`src/rtl/tick_gen_pkg.sv`:
```
package tick_gen_pkg;
  parameter int unsigned NUM_CH   = 5;
  parameter int unsigned PRE_W    = 8;
  parameter int unsigned MUX_W    = 4;
  parameter int unsigned MAX_LOG2 = 4;
  parameter int unsigned EXT_LO   = 5;
  parameter int unsigned EXT_HI   = 7;
  parameter int unsigned GRP0_CH  = 2;

  typedef enum logic [1:0] {SRC_DIV, SRC_EXT, SRC_OFF} src_e;

  function automatic src_e decode_src(input logic [MUX_W-1:0] code);
    if (int'(code) <= int'(MAX_LOG2)) return SRC_DIV;
    if (int'(code) >= int'(EXT_LO) && int'(code) <= int'(EXT_HI)) return SRC_EXT;
    return SRC_OFF;
  endfunction
endpackage

```
`src/rtl/tg_prescaler.sv`:
```
module tg_prescaler #(
  parameter int unsigned W = 8
) (
  input  logic         clk_i,
  input  logic         rst_ni,
  input  logic [W-1:0] div_val_i,
  output logic         tick_o
);
  logic [W-1:0] cnt_q, last_q;
  logic         changed;

  assign changed = (div_val_i != last_q);
  assign tick_o  = !changed && (cnt_q == div_val_i);

  always_ff @(posedge clk_i or negedge rst_ni) begin
    if (!rst_ni) begin
      cnt_q  <= '0;
      last_q <= '0;
    end else begin
      last_q <= div_val_i;
      if (changed || cnt_q == div_val_i) cnt_q <= '0;
      else                               cnt_q <= cnt_q + W'(1);
    end
  end

  a_r2_cnt_in_range: assert property (@(posedge clk_i) disable iff (!rst_ni)
    !changed |-> (cnt_q <= div_val_i));
  a_r2_spacing: assert property (@(posedge clk_i) disable iff (!rst_ni)
    (tick_o && div_val_i != '0) |=> !tick_o);
endmodule

```
`src/rtl/tg_ext_edge.sv`:
```
module tg_ext_edge (
  input  logic clk_i,
  input  logic rst_ni,
  input  logic ext_i,
  output logic tick_o
);
  logic [2:0] sync_q;

  always_ff @(posedge clk_i or negedge rst_ni) begin
    if (!rst_ni) sync_q <= '0;
    else         sync_q <= {sync_q[1:0], ext_i};
  end

  assign tick_o = sync_q[1] & ~sync_q[2];

  a_r6_one_cycle: assert property (@(posedge clk_i) disable iff (!rst_ni)
    tick_o |=> !tick_o);
endmodule

```
`src/rtl/tg_chan_sel.sv`:
```
module tg_chan_sel
  import tick_gen_pkg::*;
#(
  parameter int unsigned CODE_W = MUX_W,
  parameter int unsigned LOG_W  = MAX_LOG2
) (
  input  logic              clk_i,
  input  logic              rst_ni,
  input  logic [CODE_W-1:0] code_i,
  input  logic              pre_tick_i,
  input  logic              ext_tick_i,
  output logic              tick_o
);
  logic [LOG_W-1:0]  div_q, mask;
  logic [CODE_W-1:0] last_q;
  logic              changed, div_hit;
  src_e              src;

  assign src     = decode_src(code_i);
  assign changed = (code_i != last_q);

  always_comb begin
    mask = '0;
    for (int i = 0; i < int'(LOG_W); i++)
      if (i < int'(code_i)) mask[i] = 1'b1;
  end

  assign div_hit = pre_tick_i && ((div_q & mask) == mask);

  always_comb begin
    tick_o = 1'b0;
    if (!changed) begin
      unique case (src)
        SRC_DIV: tick_o = div_hit;
        SRC_EXT: tick_o = ext_tick_i;
        default: tick_o = 1'b0;
      endcase
    end
  end

  always_ff @(posedge clk_i or negedge rst_ni) begin
    if (!rst_ni) begin
      div_q  <= '0;
      last_q <= '0;
    end else begin
      last_q <= code_i;
      if (changed)                         div_q <= '0;
      else if (src == SRC_DIV && pre_tick_i) div_q <= div_q + LOG_W'(1);
    end
  end

  a_r10_div_single: assert property (@(posedge clk_i) disable iff (!rst_ni)
    (tick_o && src == SRC_DIV && code_i != '0) |=> !tick_o);
  a_r5_ext_follows: assert property (@(posedge clk_i) disable iff (!rst_ni)
    (tick_o && src == SRC_EXT) |-> ext_tick_i);
endmodule

```
`src/rtl/grouped_tick_gen.sv`:
```
module grouped_tick_gen
  import tick_gen_pkg::*;
#(
  parameter int unsigned N_CH   = NUM_CH,
  parameter int unsigned P_W    = PRE_W,
  parameter int unsigned C_W    = MUX_W,
  parameter int unsigned G0_CH  = GRP0_CH,
  localparam int unsigned NGRP  = 2,
  localparam int unsigned PRE_TW = NGRP * P_W,
  localparam int unsigned MUX_TW = N_CH * C_W
) (
  input  logic              clk_i,
  input  logic              rst_ni,
  input  logic [PRE_TW-1:0] cfg_pre_i,
  input  logic [MUX_TW-1:0] cfg_mux_i,
  input  logic [NGRP-1:0]   ext_clk_i,
  output logic [N_CH-1:0]   tick_o
);
  logic [PRE_TW-1:0] pre_q;
  logic [MUX_TW-1:0] mux_q;
  logic [NGRP-1:0]   pre_tick, ext_tick;
  logic [N_CH-1:0]   tick_d, tick_q;

  always_ff @(posedge clk_i or negedge rst_ni) begin
    if (!rst_ni) begin
      pre_q  <= '0;
      mux_q  <= '0;
      tick_q <= '0;
    end else begin
      pre_q  <= cfg_pre_i;
      mux_q  <= cfg_mux_i;
      tick_q <= tick_d;
    end
  end

  for (genvar g = 0; g < NGRP; g++) begin : g_grp
    tg_prescaler #(.W(P_W)) u_pre (
      .clk_i     (clk_i),
      .rst_ni    (rst_ni),
      .div_val_i (pre_q[g*P_W +: P_W]),
      .tick_o    (pre_tick[g])
    );
    tg_ext_edge u_ext (
      .clk_i  (clk_i),
      .rst_ni (rst_ni),
      .ext_i  (ext_clk_i[g]),
      .tick_o (ext_tick[g])
    );
  end

  for (genvar c = 0; c < N_CH; c++) begin : g_ch
    localparam int unsigned GRP = (c < G0_CH) ? 0 : 1;
    tg_chan_sel #(.CODE_W(C_W), .LOG_W(MAX_LOG2)) u_sel (
      .clk_i      (clk_i),
      .rst_ni     (rst_ni),
      .code_i     (mux_q[c*C_W +: C_W]),
      .pre_tick_i (pre_tick[GRP]),
      .ext_tick_i (ext_tick[GRP]),
      .tick_o     (tick_d[c])
    );

    a_r7_off_silent: assert property (@(posedge clk_i) disable iff (!rst_ni)
      (decode_src(mux_q[c*C_W +: C_W]) == SRC_OFF) |=> !tick_q[c]);
  end

  assign tick_o = tick_q;

  always_comb begin
    if (!rst_ni) a_r1_reset_quiet: assert (tick_q == '0);
  end
endmodule

```
`config.mk`:
```
export PLATFORM = sky130hd
export DESIGN_NAME = grouped_tick_gen
export DESIGN_NICKNAME = d
export VERILOG_FILES = /design/src/rtl/tick_gen_pkg.sv /design/src/rtl/tg_prescaler.sv /design/src/rtl/tg_ext_edge.sv /design/src/rtl/tg_chan_sel.sv /design/src/rtl/grouped_tick_gen.sv
export SDC_FILE = /design/constraint.sdc
export NUM_CORES = 1
export LEC_CHECK = 0
export BUFFER_PORTS_ARGS = -buffer_cell sky130_fd_sc_hd__buf_2
export CORE_ASPECT_RATIO = 0.75
export CORE_MARGIN = 3
export CORE_UTILIZATION = 50
export CTS_CLUSTER_DIAMETER = 100
export DETAILED_ROUTE_END_ITERATION = 8
export MAX_ROUTING_LAYER = met4
export PLACE_DENSITY_LB_ADDON = 0.15
export SLEW_MARGIN = 10
export SYNTH_ARGS = -nofsm -noshare
export SYNTH_HDL_FRONTEND = slang
export SYNTH_SLANG_ARGS = --single-unit
```
`constraint.sdc`:
```
create_clock -name clk_i -period 3.9 [get_ports clk_i]
set_input_delay 0.195 -clock clk_i [delete_from_list [all_inputs] [get_ports clk_i]]
set_output_delay 0.195 -clock clk_i [all_outputs]
set_load 0.005 [all_outputs]
```
---- Word level (Yosys, flattened, before mapping) ----
Cells that the tools add are included.
cells by class
  mux-type cells .......................... 77
  reductions and logical operators ........ 31
  bitwise operators ....................... 9
  magnitude comparators ................... 35
  add/subtract/negate cells ............... 7
  equality and inequality tests ........... 19
operators by type and width
  operator                                                               count
  4-bit by 3-bit <= comparator with 1-bit output, second input constant  10
  1-bit by 4-bit < comparator with 1-bit output, first input constant    10
  2-bit by 4-bit < comparator with 1-bit output, first input constant    10
  1-bit two-way mux                                                      40
  2-bit two-way mux                                                      20
  4-bit two-way mux                                                      10
  4-bit by 1-bit adder with 4-bit output, second input constant          5
  4-bit AND                                                              5
  4-bit == test                                                          5
  4-bit by 3-bit >= comparator with 1-bit output, second input constant  5
  4-bit != test                                                          5
  1-bit logical AND                                                      17
  8-bit by 1-bit adder with 8-bit output, second input constant          2
  8-bit == test                                                          2
  8-bit two-way mux                                                      2
  8-bit != test                                                          2
  2-bit by 1-bit == test with 1-bit output, second input constant        5
  2-bit logical NOT                                                      5
  1-bit one-hot mux with 2 select lines                                  5
  2-bit nonzero test                                                     5
  1-bit AND                                                              2
  1-bit logical NOT                                                      2
  1-bit logical OR                                                       2
  1-bit inverter                                                         2
storage, ports and cells
  word-level logic and storage cells ...... 197
  output and inout port bits .............. 5
  bits in registers ....................... 119

---- Depth between registers and ports, before layout ----
Gate-level depths: netlist of run 1.
  word-level depth ........................ 10
  depth in mapped cells ................... 7
  depth with buffers taken out ............ 5

---- Modules after synthesis ----
Synthesis of run 1 repeated with hierarchy kept, for this count alone.
unflattened totals
  cells, all modules ...................... 361
  area, all modules ....................... 4729.5 um^2
modules (own cells, without submodules)
  module            times used  cells each  area an instance (um^2)
  tg_chan_sel       5           38          400.4
  tg_prescaler      2           61          762.0
  grouped_tick_gen  1           41          1026.0
  tg_ext_edge       2           4           88.8

---- Least setup slack after synthesis of run 1 ----
No wires, ideal clock.
  path type ............................... flip-flop to flip-flop
  from .................................... register pre_q[13]
  to ...................................... register g_ch[4].u_sel.div_q[2]
  setup time .............................. 0.078 ns
  cell stages (with the launch flop) ...... 7
  data arrival time ....................... 1.862 ns
  path buffers ............................ 1
  clock period less this slack ............ 1.940 ns
  setup slack ............................. 1.960 ns
  cell sequence ........................... dfrtp_1 xor2_1 nor4_2 nand4_4 buf_6 or4_1 a21oi_1
between the ends
  word-level cells in the longest chain between the ends .. 5
RTL lines
  what                                     RTL line                text
  start, declared                          grouped_tick_gen.sv:19  logic [PRE_TW-1:0] pre_q;
  start signal, assigned                   grouped_tick_gen.sv:30  pre_q <= cfg_pre_i;
  8-bit != test                            tg_prescaler.sv:12      assign changed = (div_val_i != last_q);
  1-bit logical NOT                        tg_prescaler.sv:13      assign tick_o = !changed && (cnt_q == div_val_i);
  1-bit logical AND (*)                    tg_prescaler.sv:13
  1-bit logical AND (*)                    tg_chan_sel.sv:48       else if (src == SRC_DIV && pre_tick_i) div_q <= div_q + LOG_W'(1);
  2-bit nonzero test (no source line) (*)  -
  end signal, assigned                     tg_chan_sel.sv:48
  end, declared                            tg_chan_sel.sv:14       logic [LOG_W-1:0] div_q, mask;
Every way passes the cells marked *; elsewhere a longest branch is shown, timed or not.
A chain may end at the register's enable or synchronous reset.

---- Final worst setup path of run 1 ----
  from .................................... register g_grp[0].u_pre.cnt_q[0]
  to ...................................... register tick_q[1] (netlist: tick_o[1])
between the ends
  word-level cells in the longest chain between the ends .. 5
RTL lines
  what                                   RTL line                text
  start, declared                        tg_prescaler.sv:9       logic [W-1:0] cnt_q, last_q;
  start signal, assigned                 tg_prescaler.sv:22      else cnt_q <= cnt_q + W'(1);
  8-bit == test                          tg_prescaler.sv:13
  1-bit logical AND                      tg_prescaler.sv:13
  1-bit logical AND                      tg_chan_sel.sv:28       assign div_hit = pre_tick_i && ((div_q & mask) == mask);
  1-bit one-hot mux with 2 select lines  tg_chan_sel.sv:33       unique case (src)
  1-bit two-way mux                      tg_chan_sel.sv:32       if (!changed) begin
  net g_ch[1].u_sel.tick_o               tg_chan_sel.sv:12       output logic tick_o
  end signal, assigned                   grouped_tick_gen.sv:32  tick_q <= tick_d;
  end, declared                          grouped_tick_gen.sv:22  logic [N_CH-1:0] tick_d, tick_q;
The timed path passes the listed nets, and every way through them passes these cells.

==> results of run 1 <==
[power breakdown]
group          switching, uW  internal [uW]
logic                   76.1           77.2
clock network            510           1030
registers               34.1           1280
total                    620           2390
[through the flow]
| stage | total power (uW) | util (%) | area [um^2] |
|---|---|---|---|
| after global routing | 3120 | 67.0 | 6160 |
| after floorplan | 1390 | - | 4810 |
| after detailed placement | 1460 | 56.2 | 5170 |
| after CTS | 3040 | 67.0 | 6160 |
| final | 3010 | 67.0 | 6160 |
| after global placement | 1460 | 56.2 | 5170 |
[final cells by class]
cell class,count,area (um^2)
Multi-Input combinational cell,243,1750
Clock buffer,23,508
Inverter,11,41.3
Sequential cell,119,2980
Tap cell,128,160
Fill cell,713,3040
Clock inverter,7,92.6
Timing Repair Buffer,85,628
[layer usage]
layer / share of wire (%) / track usage (%) / vias to the layer above / wire length [um]
met2: 46 / 26.1 / 58 / 3860
li1: - / - / 1549 / -
met5: 0 / - / - / 0
met1: 49 / 24.3 / 1538 / 4190
met4: 0.66 / 5.79 / 0 / 56
met3: 4.4 / 6.10 / 7 / 370
[flip-flops by register name, indices dropped and copies added (netlist names)]
| signal | count |
|---|---|
| g_grp.u_ext.sync_q | 6 |
| tick_o | 5 |
| mux_q | 20 |
| pre_q | 16 |
| g_grp.u_pre.last_q | 16 |
| g_ch.u_sel.last_q | 20 |
| g_grp.u_pre.cnt_q | 16 |
| g_ch.u_sel.div_q | 20 |
[placed cells by master, fill, tap and decap left out, types with 5 or more instances in the layout]
cell           count
dfrtp_1          119
buf_2             43
xor2_1            40
dlygate4sd3_1     39
xnor2_1           24
nand3_1           19
clkbuf_16         17
nor2_1            16
nand2_1           15
o31ai_1           15
a21oi_1           15
o21ai_0           14
inv_1             11
nand4_1           11
or4_1             10
ha_1               7
clkbuf_8           6
or2_2              5
a221o_1            5
a211o_1            5
nand2b_1           5
nor2b_1            5
o211ai_1           5
or3_1              5
[worst max-delay path, cell delays in order (launching register included)]
cell and delay, ps:
dfrtp_1 440, xor2_1 190, nor4_1 410, nand4_1 590, a211o_1 490, a2111oi_2 370
[cells by family (layout without fill, tap and decap cells)]
group,count (synthesis),after routing,share of synthesized area (%)
xor gates and xnor gates,64,64,11.7
and+or+nand+nor,107,107,13.5
buffers and inverters,19,126,1.64
adders and majority gates,7,7,1.82
AOI/OAI and AO/OA,65,65,9.50
DFF,119,119,61.9
[path summary, 6_finish.rpt]
kind / from / cells past startpoint / to
max in group asynchronous: rst_ni / 3 / g_ch[2].u_sel.last_q[2]
setup / recovery: g_grp[0].u_pre.cnt_q[0] / 5 / tick_o[1]
hold reg to reg: g_grp[1].u_ext.sync_q[0] / 0 / g_grp[1].u_ext.sync_q[1]
min in group asynchronous: rst_ni / 2 / g_ch[1].u_sel.last_q[1]
hold / removal: g_grp[1].u_ext.sync_q[0] / 0 / g_grp[1].u_ext.sync_q[1]
setup reg to reg: g_grp[0].u_pre.cnt_q[0] / 5 / tick_o[1]
==> summary.txt, run 1 <==
Setup path
  • Worst Path Class, Setup: reg2reg
  • Worst Path Max Fanout: 18
  • Critical Path AT: 2900 ps
  • Critical path data required time: 4190 ps
  • Startpoint Class: register
  • CP Capture Type: register
  • Reg2reg setup slack: 1290 ps

Pwr
  • Leak Pwr: 0.00262 uW
  • Power per Cell Area: 488 nW/um^2
  • Peak VDD IR: 499 uV

Synth
  • Post-synth EDFFs: 0
  • Sequential area share after synthesis: 61.9%
  • Most numerous cell in the Yosys netlist: dfrtp_1
  • Avg Cell Area, Syn: 12.6 um^2
  • Synth area leader: dfrtp_1
  • Synth async-reset ratio: 100%
  • Top cells by area, synth: dfrtp_1, xor2_1, xnor2_1
  • Yosys Warn Count: 0
  • Mapped Area: 4810 um^2
  • Commonest cells post-synth: dfrtp_1, xor2_1, xnor2_1, nand3_1, nor2_1
  • Share of the synthesized area in the top cell type: 61.9%
  • Synthesized net count: 428
  • Main synth FF type: dfrtp_1
  • Synth Instances: 381
  • Post-synth cell types: 34
  • Seq cells post-synth: 119

STA
  • Setup ws final: 1290 ps
  • RSZ-0062 raised after global routing: no
  • Setup-failing EPs final: 0
  • Period utilization: 66.9%
  • Setup tns final: 0 ps
  • Clock Skews: 9.16 ps
  • Tmin final: 2610 ps
  • Hold violation total from the final report: 0
  • Slew @ Worst Pin: 733 ps
  • Max-slew headroom: 51.2%
  • Peak Freq: 383 MHz
  • Hold_ws: 355 ps
  • Final Max Tran Viols: 0

GRT
  • Largest net degree at the start of global routing: 61
  • Vias in the first global route: 3242
  • GRT Residual Overflow: 0
  • GRT Total Usage: 18.1%
  • First-pass GRT wire length: 15200 um
  • Antenna violations before repair: 0

Die
  • Initial Utilization: 52.3%
  • Core area: 9200 um^2
  • Die ar.: 10800 um^2
  • Die outline height: 90.9 um
  • Boundary Pins: 45
  • Die Wd: 119 um
  • Row count: 30

Detailed routing
  • Vias per cell: 5.12
  • Residual DRC: 0
  • Post-Route WL: 8480 um
  • Via count: 3152
  • DRT Pass-1 Iters: 5
  • Wire per inst: 13.8 um
  • Post-DRT Antenna Nets: 0
  • Initial drt markers: 141

Clock tree
  • CTS resizes: 0
  • CTS Buf Count: 17
  • Clock transition at the registers of the reported paths: 50 ps
  • Clk buf depth: 2
  • Cts hold-fix bufs: 39
  • Post-CTS Setup Bufs: 0
  • H-tree depth: 4
  • CTS sink cnt: 119
  • CTS tree: built
  • CTS Root Cell: clkbuf_16
  • Worst skew pair latency: 400 ps

Placement
  • Final HPWL DP: 5600 um
  • Cell Count Post-Placement: 547
  • Port bufs: 44
  • GP Congestion: 0.778
  • Pre-CTS WS: 1310 ps

Final layout
  • Net count, final: 524
  • Fin cells: 616
  • Diode count: 0
  • Layout area overhead: 28.1%
  • Layout cell share with drive strength beyond 1: 18.4%

Run
  • Max Cap Viol: 0

Worst hold path
  • HP Class: reg2reg

Status
  • Run status: complete, no violations
(Power assumes the default switching activity.)
==> run 2, diff against run 1 <==
--- a/config.mk
+++ b/config.mk
@@ -5,6 +5,7 @@
 export SDC_FILE = /design/constraint.sdc
 export NUM_CORES = 1
 export LEC_CHECK = 0
+export ABC_AREA = 1
 export BUFFER_PORTS_ARGS = -buffer_cell sky130_fd_sc_hd__buf_2
 export CORE_ASPECT_RATIO = 0.75
 export CORE_MARGIN = 3
==> constraint.sdc (replaced) <==
create_clock -name clk_i -period 2.75 [get_ports clk_i]
set_input_delay 0.1375 -clock clk_i [delete_from_list [all_inputs] [get_ports clk_i]]
set_output_delay 0.1375 -clock clk_i [all_outputs]
set_load 0.005 [all_outputs]
==> summary.txt, run 2 <==
Status
  • Run status: complete, no violations

Setup path
  • Slowest CP cell: dfrtp_1
  • R2R depth: 6 (+1)
  • Worst Path Class, Setup: reg2reg
  • Worst Path Buf+Inv: 1 (+1)
  • Worst path cell trace: or2_2 > a21oi_1 > nand3_4 > clkinv_2 > nand3_1 > nand2_1
  • Slowest stage delay, CP: 400 ps (-190 ps)
  • Reg2reg setup slack: 1220 ps (-70 ps)
  • Worst Path Max Fanout: 5 (-13)
  • Critical path data required time: 3090 ps (-1100 ps)
  • Startpoint Class: register
  • R2R Path End: g_ch[1].u_sel.div_q[2]
  • Worst path top cell family by delay: simple AND/OR/NAND/NOR gates
  • Critical Path AT: 1860 ps (-1040 ps)
  • CP Capture Type: register
  • Worst flop-to-flop path startpoint: mux_q[4]

Synth
  • Commonest cells post-synth: nand2_1, dfrtp_1, inv_1, nand3_1, nor2_1
  • Sequential area share after synthesis: 57.9% (-4.0 points)
  • Yosys Warn Count: 0 (unchanged)
  • Synthesized net count: 584 (+36%)
  • Post-synth EDFFs: 0 (unchanged)
  • Synth async-reset ratio: 100% (unchanged)
  • Mapped Area: 5140 um^2 (+7.0%)
  • Top cells by area, synth: dfrtp_1, nand2_1, nand3_1
  • Avg Cell Area, Syn: 9.58 um^2 (-24%)
  • Synth Instances: 537 (+41%)
  • Main synth FF type: dfrtp_1
  • Synth area leader: dfrtp_1
  • Most numerous cell in the Yosys netlist: nand2_1
  • Seq cells post-synth: 119 (unchanged)
  • Post-synth cell types: 29 (-15%)
  • Share of the synthesized area in the top cell type: 57.9% (-4.0 points)

Clock tree
  • Post-CTS Setup Bufs: 0 (unchanged)
  • Worst skew pair latency: 400 ps (about the same)
  • CTS sink cnt: 119 (unchanged)
  • Clock transition at the registers of the reported paths: 50 ps (about the same)
  • CTS Buf Count: 17 (unchanged)
  • CTS resizes: 0 (unchanged)
  • H-tree depth: 4 (unchanged)
  • Clk buf depth: 2 (unchanged)
  • CTS Root Cell: clkbuf_16
  • CTS tree: built

GRT
  • GRT Total Usage: 18.7% (+0.60 points)
  • Largest net degree at the start of global routing: 85 (+39%)
  • First-pass GRT wire length: 16300 um (+7.2%)
  • GRT Residual Overflow: 0 (unchanged)
  • Vias in the first global route: 3650 (+13%)
  • Antenna violations before repair: 0 (unchanged)

Final layout
  • Layout cell share with drive strength beyond 1: 17.0% (-1.4 points)
  • Seq. cell area: 2980 um^2 (unchanged)
  • Layout area overhead: 26.7%
  • Diode count: 0 (unchanged)
  • Layout filler cell count: 781 (+9.5%)
  • Area of the multi-input gates: 1850 um^2 (+5.7%)
  • Net count, final: 687 (+31%)
  • Most frequent cells in the layout: nand2_1, dfrtp_1, inv_1
  • Fin cells: 784 (+27%)
  • Commonest non-fill, non-tap cell in the layout: nand2_1
  • Biggest regs: g_ch.u_sel.div_q x20, g_ch.u_sel.last_q x20, mux_q x20

Placement
  • Pre-CTS WS: 1250 ps (-59.2 ps)
  • GP Congestion: 0.809 (+3.9%)
  • Final HPWL DP: 6370 um (+14%)
  • Cell Count Post-Placement: 714 (+31%)
  • Port bufs: 44 (unchanged)

STA
  • Clock Skews: 7.45 ps (-1.72 ps)
  • RSZ-0062 raised after global routing: no
  • Slew @ Worst Pin: 459 ps (-274 ps)
  • Setup-failing EPs final: 0 (unchanged)
  • Final Max Tran Viols: 0 (unchanged)
  • Max-slew headroom: 69.4% (+18 points)
  • Tmin final: 1530 ps (-1080 ps)
  • Peak Freq: 655 MHz (+71%)
  • Setup tns final: 0 ps (unchanged)
  • Hold violation total from the final report: 0 (unchanged)
  • Hold_ws: 235 ps (-120 ps)
  • Setup ws final: 1220 ps (-66.6 ps)
  • Period utilization: 55.5% (-11 points)

Detailed routing
  • Wire per inst: 12.0 um (-13%)
  • Vias per cell: 4.68 (-8.6%)
  • Residual DRC: 0 (unchanged)
  • Initial drt markers: 205 (+45%)
  • Post-DRT Antenna Nets: 0 (unchanged)
  • Post-Route WL: 9380 um (+11%)
  • DRT Pass-1 Iters: 5 (unchanged)
  • Via count: 3668 (+16%)

Die
  • Initial Utilization: 52.2% (-0.077 points)
  • Core area: 9850 um^2 (+7.1%)
  • Boundary Pins: 45 (unchanged)
  • Die outline height: 93.9 um (+3.2%)
  • Die Wd: 123 um (+3.3%)
  • Die ar.: 11600 um^2 (+6.6%)
  • Row count: 31 (+3.3%)

Worst hold path
  • HP Class: in2async

Pwr
  • Power per Cell Area: 646 nW/um^2 (+32%)
  • Peak VDD IR: 464 uV (-7.0%)
  • Leak Pwr: 0.00341 uW (+30%)
  • Total power: 4210 uW (+40%)

Run
  • Max Cap Viol: 0 (unchanged)
## run 2: cell count changes after synthesis, moves of 7 or more
cell,before,now
or4_1,10,0
nand2_1,15,138
xor2_1,40,14
o21ai_0,14,1
inv_1,11,70
o31ai_1,15,1
inv_2,0,7
nand3_1,19,55
nor2_1,16,38
## run 2: what timing repair did
item	4_1_cts	5_1_grt
hold endpoints to repair	73	0
hold buffers	39	0
setup endpoints to repair	0	0
## run 2: cell type report
| class | count | share of cell area, % |
|---|---|---|
| clock inverters | 8 | 1.50 |
| well taps | 132 | 2.53 |
| clock buffers | 23 | 7.33 |
| flip-flops and latches | 119 | 45.7 |
| inverters | 82 | 4.82 |
| repair buffers | 84 | 9.71 |
| multi-input cells | 336 | 28.4 |
## run 2: metal layers
metal	vias up	share of wire (%)	wire length [um]	global-route usage, %
met1	1722	47	4380	24.1
met4	0	0.94	88	6.18
met5	-	0	0	-
met3	8	3.6	340	5.78
met2	52	49	4560	28.4
li1	1886	-	-	-
## run 2: through the flow
step	utilization [%]	area, um^2
after detailed placement	56.4	5550
after global placement	56.4	5550
after floorplan	-	5140
after CTS	66.2	6520
final	66.2	6520
after global routing	66.2	6520
## run 2: worst max-delay path by stage
stage	startpoint	to	slack, ps	cells past startpoint
floorplan	pre_q[11]	g_ch[2].u_sel.div_q[2]	1430	8
global placement	mux_q[4]	g_ch[1].u_sel.div_q[3]	1250	6
detailed placement	mux_q[4]	g_ch[1].u_sel.div_q[2]	1250	6
CTS	mux_q[4]	g_ch[1].u_sel.div_q[2]	1220	6
global route	g_grp[1].u_pre.cnt_q[0]	g_ch[2].u_sel.div_q[2]	1090	10
finish	mux_q[4]	g_ch[1].u_sel.div_q[2]	1220	6
## run 2: worst reg2reg max path, stage by stage (launching register included)
cell and delay [ps]:
dfrtp_1 400, or2_2 330, a21oi_1 310, nand3_4 150, clkinv_2 100, nand3_1 70, nand2_1 90
## run 2: cells by family (layout without fill, tap and decap cells)
family,count (synthesis),count (layout),share of synthesized area [%]
xor gates and xnor gates,38,38,6.47
buffers and inverters,82,197,6.10
and+or+nand+nor,271,271,25.3
adders and majority gates,7,7,1.70
AOI/OAI and AO/OA,20,20,2.50
DFF,119,119,57.9
## run 2: power breakdown
part           total (uW)  switching (uW)  internal [uW]
logic                 233             121            112
registers            1860            47.3           1810
clock network        2110             722           1390
total                4210             890           3320
